`src/rtl/xcvr_pkg.sv`:
```
package xcvr_pkg;
    typedef enum logic [1:0] {
        DIR_OFF = 2'd0,
        DIR_TX  = 2'd1,
        DIR_RX  = 2'd2
    } dir_state_e;

    typedef enum logic [1:0] {
        REQ_NONE = 2'd0,
        REQ_TX   = 2'd1,
        REQ_RX   = 2'd2,
        REQ_HOLD = 2'd3
    } dir_req_e;
endpackage

```
`src/rtl/xcvr_dir_fsm.sv`:
```
module xcvr_dir_fsm
    import xcvr_pkg::*;
(
    input  logic       clk,
    input  logic       rst,
    input  logic       pwr_up,
    input  logic       tx_en,
    input  logic       rx_en,
    output dir_state_e state_o
);
    dir_state_e state_q;
    dir_state_e state_d;
    dir_req_e   req;

    // Request decode: power-down wins, a double request holds the direction
    always_comb begin
        if (!pwr_up)            req = REQ_NONE;
        else if (tx_en && rx_en) req = REQ_HOLD;
        else if (tx_en)          req = REQ_TX;
        else if (rx_en)          req = REQ_RX;
        else                     req = REQ_NONE;
    end

    always_comb begin
        state_d = state_q;
        unique case (state_q)
            DIR_OFF: begin
                if (req == REQ_TX)      state_d = DIR_TX;
                else if (req == REQ_RX) state_d = DIR_RX;
                else                    state_d = DIR_OFF;
            end
            DIR_TX: begin
                if (req == REQ_TX || req == REQ_HOLD) state_d = DIR_TX;
                else                                  state_d = DIR_OFF;
            end
            DIR_RX: begin
                if (req == REQ_RX || req == REQ_HOLD) state_d = DIR_RX;
                else                                  state_d = DIR_OFF;
            end
            default: state_d = DIR_OFF;
        endcase
    end

    always_ff @(posedge clk) begin
        if (rst) state_q <= DIR_OFF;
        else     state_q <= state_d;
    end

    assign state_o = state_q;
endmodule

```
`src/rtl/xcvr_capture.sv`:
```
module xcvr_capture #(
    parameter int WIDTH = 9
) (
    input  logic             clk,
    input  logic             rst,
    input  logic [WIDTH-1:0] d,
    output logic [WIDTH-1:0] q
);
    always_ff @(posedge clk) begin
        if (rst) q <= '0;
        else     q <= d;
    end
endmodule

```
`src/rtl/xcvr_route.sv`:
```
module xcvr_route #(
    parameter int GRP_W = 4,
    parameter int N_GRP = 2
) (
    input  logic                   tx_act,
    input  logic                   rx_act,
    input  logic                   reg_mode,
    input  logic                   bp_oe_n,
    input  logic [N_GRP-1:0]       grp_oe_n,
    input  logic                   slave,
    input  logic                   lclk_dir,
    input  logic [GRP_W*N_GRP-1:0] a_data,
    input  logic [GRP_W*N_GRP-1:0] cap_data,
    input  logic                   cap_par,
    input  logic [GRP_W*N_GRP-1:0] b_data,
    input  logic [1:0]             aux_a,
    input  logic [1:0]             aux_b,
    output logic [GRP_W*N_GRP-1:0] a_out,
    output logic [GRP_W*N_GRP-1:0] a_oe,
    output logic [GRP_W*N_GRP-1:0] b_pull,
    output logic [1:0]             aux_a_out,
    output logic [1:0]             aux_a_oe,
    output logic [1:0]             aux_pull,
    output logic                   frame,
    output logic                   lclk,
    output logic                   lclk_oe
);
    localparam int DW = GRP_W * N_GRP;

    logic          drive_ok;
    logic          aux_ok;
    logic [DW-1:0] tx_src;
    logic [1:0]    aux_src;
    logic [N_GRP-1:0] grp_on;

    assign drive_ok = tx_act & ~bp_oe_n;
    assign aux_ok   = drive_ok & ~slave;
    assign tx_src   = reg_mode ? cap_data : a_data;
    assign aux_src  = {(reg_mode ? cap_par : aux_a[1]), aux_a[0]};

    // Open-drain: pull low where the source bit is zero
    assign b_pull   = drive_ok ? ~tx_src : '0;
    assign aux_pull = aux_ok ? ~aux_src : 2'b00;

    for (genvar g = 0; g < N_GRP; g++) begin : g_grp
        assign grp_on[g] = rx_act & ~grp_oe_n[g];
        assign a_oe[g*GRP_W +: GRP_W] = {GRP_W{grp_on[g]}};
    end

    assign a_out     = b_data;
    assign aux_a_out = aux_b;
    assign aux_a_oe  = {grp_on[N_GRP-1], grp_on[0]};
    assign frame     = rx_act ? aux_b[1] : 1'b1;
    assign lclk      = aux_b[0];
    assign lclk_oe   = rx_act & ~lclk_dir;
endmodule

```
`src/rtl/bus_xcvr_ctrl.sv`:
```
module bus_xcvr_ctrl
    import xcvr_pkg::*;
#(
    parameter int GRP_W = 4
) (
    input  logic               clk,
    input  logic               rst,
    input  logic               pwr_up_i,
    input  logic               tx_en_i,
    input  logic               rx_en_i,
    input  logic               reg_mode_i,
    input  logic               bp_oe_n_i,
    input  logic               grp1_oe_n_i,
    input  logic               grp2_oe_n_i,
    input  logic               slave_i,
    input  logic               lclk_dir_i,
    input  logic [2*GRP_W-1:0] a_data_i,
    output logic [2*GRP_W-1:0] a_data_o,
    output logic [2*GRP_W-1:0] a_data_oe_o,
    input  logic [2*GRP_W-1:0] b_data_i,
    output logic [2*GRP_W-1:0] b_data_pull_o,
    input  logic [1:0]         aux_a_i,
    output logic [1:0]         aux_a_o,
    output logic [1:0]         aux_a_oe_o,
    input  logic [1:0]         aux_b_i,
    output logic [1:0]         aux_b_pull_o,
    input  logic               parity_i,
    output logic               frame_o,
    output logic               lclk_o,
    output logic               lclk_oe_o
);
    localparam int N_GRP = 2;
    localparam int DW    = GRP_W * N_GRP;

    dir_state_e dir_state;
    logic [DW:0] cap_q;
    logic        tx_act;
    logic        rx_act;

    xcvr_dir_fsm u_fsm (
        .clk     (clk),
        .rst     (rst),
        .pwr_up  (pwr_up_i),
        .tx_en   (tx_en_i),
        .rx_en   (rx_en_i),
        .state_o (dir_state)
    );

    xcvr_capture #(.WIDTH(DW + 1)) u_cap (
        .clk (clk),
        .rst (rst),
        .d   ({parity_i, a_data_i}),
        .q   (cap_q)
    );

    // Power-up low blocks transmitters at once, not only after the state drops
    assign tx_act = (dir_state == DIR_TX) & pwr_up_i;
    assign rx_act = (dir_state == DIR_RX);

    xcvr_route #(.GRP_W(GRP_W), .N_GRP(N_GRP)) u_route (
        .tx_act    (tx_act),
        .rx_act    (rx_act),
        .reg_mode  (reg_mode_i),
        .bp_oe_n   (bp_oe_n_i),
        .grp_oe_n  ({grp2_oe_n_i, grp1_oe_n_i}),
        .slave     (slave_i),
        .lclk_dir  (lclk_dir_i),
        .a_data    (a_data_i),
        .cap_data  (cap_q[DW-1:0]),
        .cap_par   (cap_q[DW]),
        .b_data    (b_data_i),
        .aux_a     (aux_a_i),
        .aux_b     (aux_b_i),
        .a_out     (a_data_o),
        .a_oe      (a_data_oe_o),
        .b_pull    (b_data_pull_o),
        .aux_a_out (aux_a_o),
        .aux_a_oe  (aux_a_oe_o),
        .aux_pull  (aux_b_pull_o),
        .frame     (frame_o),
        .lclk      (lclk_o),
        .lclk_oe   (lclk_oe_o)
    );
endmodule

```
`config.mk`:
```
export PLATFORM = sky130hd
export DESIGN_NAME = bus_xcvr_ctrl
export DESIGN_NICKNAME = d
export VERILOG_FILES = /design/src/rtl/xcvr_pkg.sv /design/src/rtl/xcvr_dir_fsm.sv /design/src/rtl/xcvr_capture.sv /design/src/rtl/xcvr_route.sv /design/src/rtl/bus_xcvr_ctrl.sv
export SDC_FILE = /design/constraint.sdc
export NUM_CORES = 1
export LEC_CHECK = 0
export BUFFER_PORTS_ARGS = -buffer_cell sky130_fd_sc_hd__buf_4
export CORE_MARGIN = 5
export CORE_UTILIZATION = 35
export DETAILED_ROUTE_END_ITERATION = 7
export GPL_ROUTABILITY_DRIVEN = 0
export PLACE_DENSITY = 0.79
export SYNTH_ARGS = -nofsm -noshare
export SYNTH_HDL_FRONTEND = slang
export SYNTH_SLANG_ARGS = --single-unit
```
`constraint.sdc`:
```
create_clock -name clk -period 1.3 [get_ports clk]
set_input_delay 0.13 -clock clk [delete_from_list [all_inputs] [get_ports clk]]
set_output_delay 0.13 -clock clk [all_outputs]
set_load 0.05 [all_outputs]
```
==> results.txt <==
- Violated checks: setup timing
- After synthesis, the mean cell area works out to approximately 9.4 um^2.
* Clock slew seen by the registers of the worst setup and hold paths: about 70 ps
* Detailed-route via count: between 500 and 600
- CP startpoint: u_fsm.state_o[1]
* Vertical die dimension: ~54 um
* Flop and latch count out of synthesis: 11
- For this run, global-route usage on met2 was measured as between 20 and 25%.
- The first global-routing pass estimated about 2600 um of wire.
* Vias per inst: between 4 and 5
- Clock Sink Count: 11
* Number of antenna violations at the first check in global routing: 0
- Die span in x: roughly 54 um
* Total number of nets in the final design: around 140
- Detail Route Antenna Nets: 0
- At the worst endpoint, the required time is roughly 1200 ps.
* Vias in the first global route: between 600 and 700
- For this run, the register share of the synthesized area comes to between 30% and 40%.
- For met1 alone, demand over resource in global routing was between 10% and 20%.
- The library cells used most frequently in the layout, excluding fill and tap cells, are buf_4 (28), buf_6 (20), nor2b_1 (14).
* Period Utilization, post-route: 118%
- After global routing the overflow that remains totals 0.
- At the later pin of the worst-skew pair, clock insertion delay measures approximately 270 ps.
- Power spread over the standard cell area amounts to slightly below 700 mW/mm^2.
- Post-detailed-placement half-perimeter wirelength: ~1300 um
- Leaving out fill and tap cells, the most frequent cell in the layout is buf_4.
- In the routed design, unresolved DRC markers number 0.
- The routed design has 1840 um of wire.
- Total GRT Usage: a little over an eighth
- Crit path setup slack, layout: -234 ps
* Biggest fanout along the worst timing path: 5
- Number of iterations in the first detailed-routing pass: 4
- Number of hold buffers added after cts: 0
* CP Launch Type: register
* Ratio of cells with drive above 1 in the final layout: between 60 and 70%
* Cell count after synthesis: slightly above 70
* Worst clock skew: ~0.082 ps
- Crit Path Class: reg2out
- Floorplan die area: 0.00287 mm^2
* Largest voltage drop on the vdd net: just under 0.0005 V
- Starting utilization of the core area: between 30% and 40%
- The worst setup path is captured at a primary output.
- The worst register-to-register path begins at u_fsm.state_o[1].
- RSZ-0062 raised after global routing: yes
- Layout area overhead: 73.9%
- Nets in the synthesized netlist: slightly above 100
- Core Footprint: 0.00176 mm^2
* Total negative slack for setup checks: -3860 ps
* Setup Viol. Count Final: 22
* Average wire per cell in the routed design: about 14 um
- Busiest grt layer: met2
- Highest Clock Rate: roughly 650 MHz
- Maximum clock insertion buffer count: 2
* I/O pins: 65
- Clock tree from TritonCTS: yes
* Summed instance area of the synthesized netlist: 666 um^2
- Measured against its own limit, the worst slew margin works out to 82.6%.
* Largest net degree at the start of global routing: 13
- Count of antenna diodes in the layout: 0
- Startpoint of the lowest-slack hold path: parity_i
- DR iter-0 viols: 1
- Number of hold-slack violations in the final timing report: 0
- Status: finished, violations left
* Actual transition at the worst max-transition pin: around 260 ps
- At the worst endpoint, the arrival time is 1400 ps.
- Final hold slack: 61.1 ps
* Reported leakage power: 0.488 nW
- In the global route stage, met3 resource usage came out at between 5 and 6%.
- Max-cap violations in this run came to 0.
- Buffers added on ports: 45
* Yosys warnings: 0
* Number of cell rows: 15
- After synthesis, the netlist uses 15 different library cells.
* Max-slew violation count: 0
* Clock root cell: clkbuf_4
* Total CTS buffers: 3
* Worst hold path type: in2reg
* Number of H-tree levels: 1
* Final worst path period need: about 1500 ps
## worst max-delay path, cell delays in order, from the launching register on
cell and delay [ps]:
dfxtp_2 330, or2b_1 260, buf_4 150, nor2_4 160
buf_4 230
## cells by family after synthesis
family,Yosys count,synth area share (%)
DFF,11,33.1
and+or+nand+nor,30,29.5
AOI/OAI and AO/OA,9,13.2
buffers and inverters,21,24.2
## final cells by class
type                       count  area, um^2
multi-input combinational     39         397
clock buffer                   4        26.3
tap                           25        31.3
fill                         151         607
sequential                    11         223
timing repair buffer          51         480
## synth_stat cells, drive strengths merged
cell | n | area share [%]
buf | 21 | 24
nor2b | 14 | 13
dfxtp | 11 | 33
a211oi | 8 | 9.0
and2b | 6 | 7.0
nor2 | 3 | 1.7
nor3b | 2 | 2.3
a2111oi | 1 | 4.1
nand2b | 1 | 0.94
nand4bb | 1 | 1.7
nor3 | 1 | 0.75
or2 | 1 | 0.94
or2b | 1 | 1.1
## stage by stage
stage	setup slack, ps	cells	area (um^2)	utilization (%)	total power, W
floorplan	-180	71	758	-	0.000551
global placement	69.7	124	966	54.8	0.000539
detailed placement	39.8	124	966	54.8	0.000544
CTS	-196	129	1100	62.6	0.000801
global route	-311	130	1160	65.6	0.000842
finish	-234	130	1160	65.6	0.000799
## power by group
group / leakage (nW) / internal, W / switching [W]
clock network: 0.0150 / 0.000119 / 0.000120
registers: 0.0922 / 0.000354 / 0.0000103
logic: 0.381 / 0.0000963 / 0.0000990
## sequential cells by signal, indices dropped and copies added (netlist names)
| name | cells |
|---|---|
| u_cap.q | 9 |
| u_fsm.state_o | 2 |
## final timing paths
check | end | slack [ps] | cells past startpoint
worst max-delay path | aux_a_oe_o[1] | -230 | 4
worst min-delay path | u_cap.q[8] | 60 | 2
worst max register to register | u_fsm.state_o[1] | 470 | 2
worst min register to register | u_fsm.state_o[1] | 590 | 2
## routing by layer
layer,up-vias,part of all wire [%]
li1,280,-
met1,264,35
met2,39,51
met3,7,11
met4,0,2.7
met5,-,0
## what timing repair did
action,in CTS,in global routing
resized for setup,24,10
buffers inserted,1,1
setup endpoints to repair,22,22
pin swaps,9,2
Note: power is estimated with default switching activity, not from simulation.
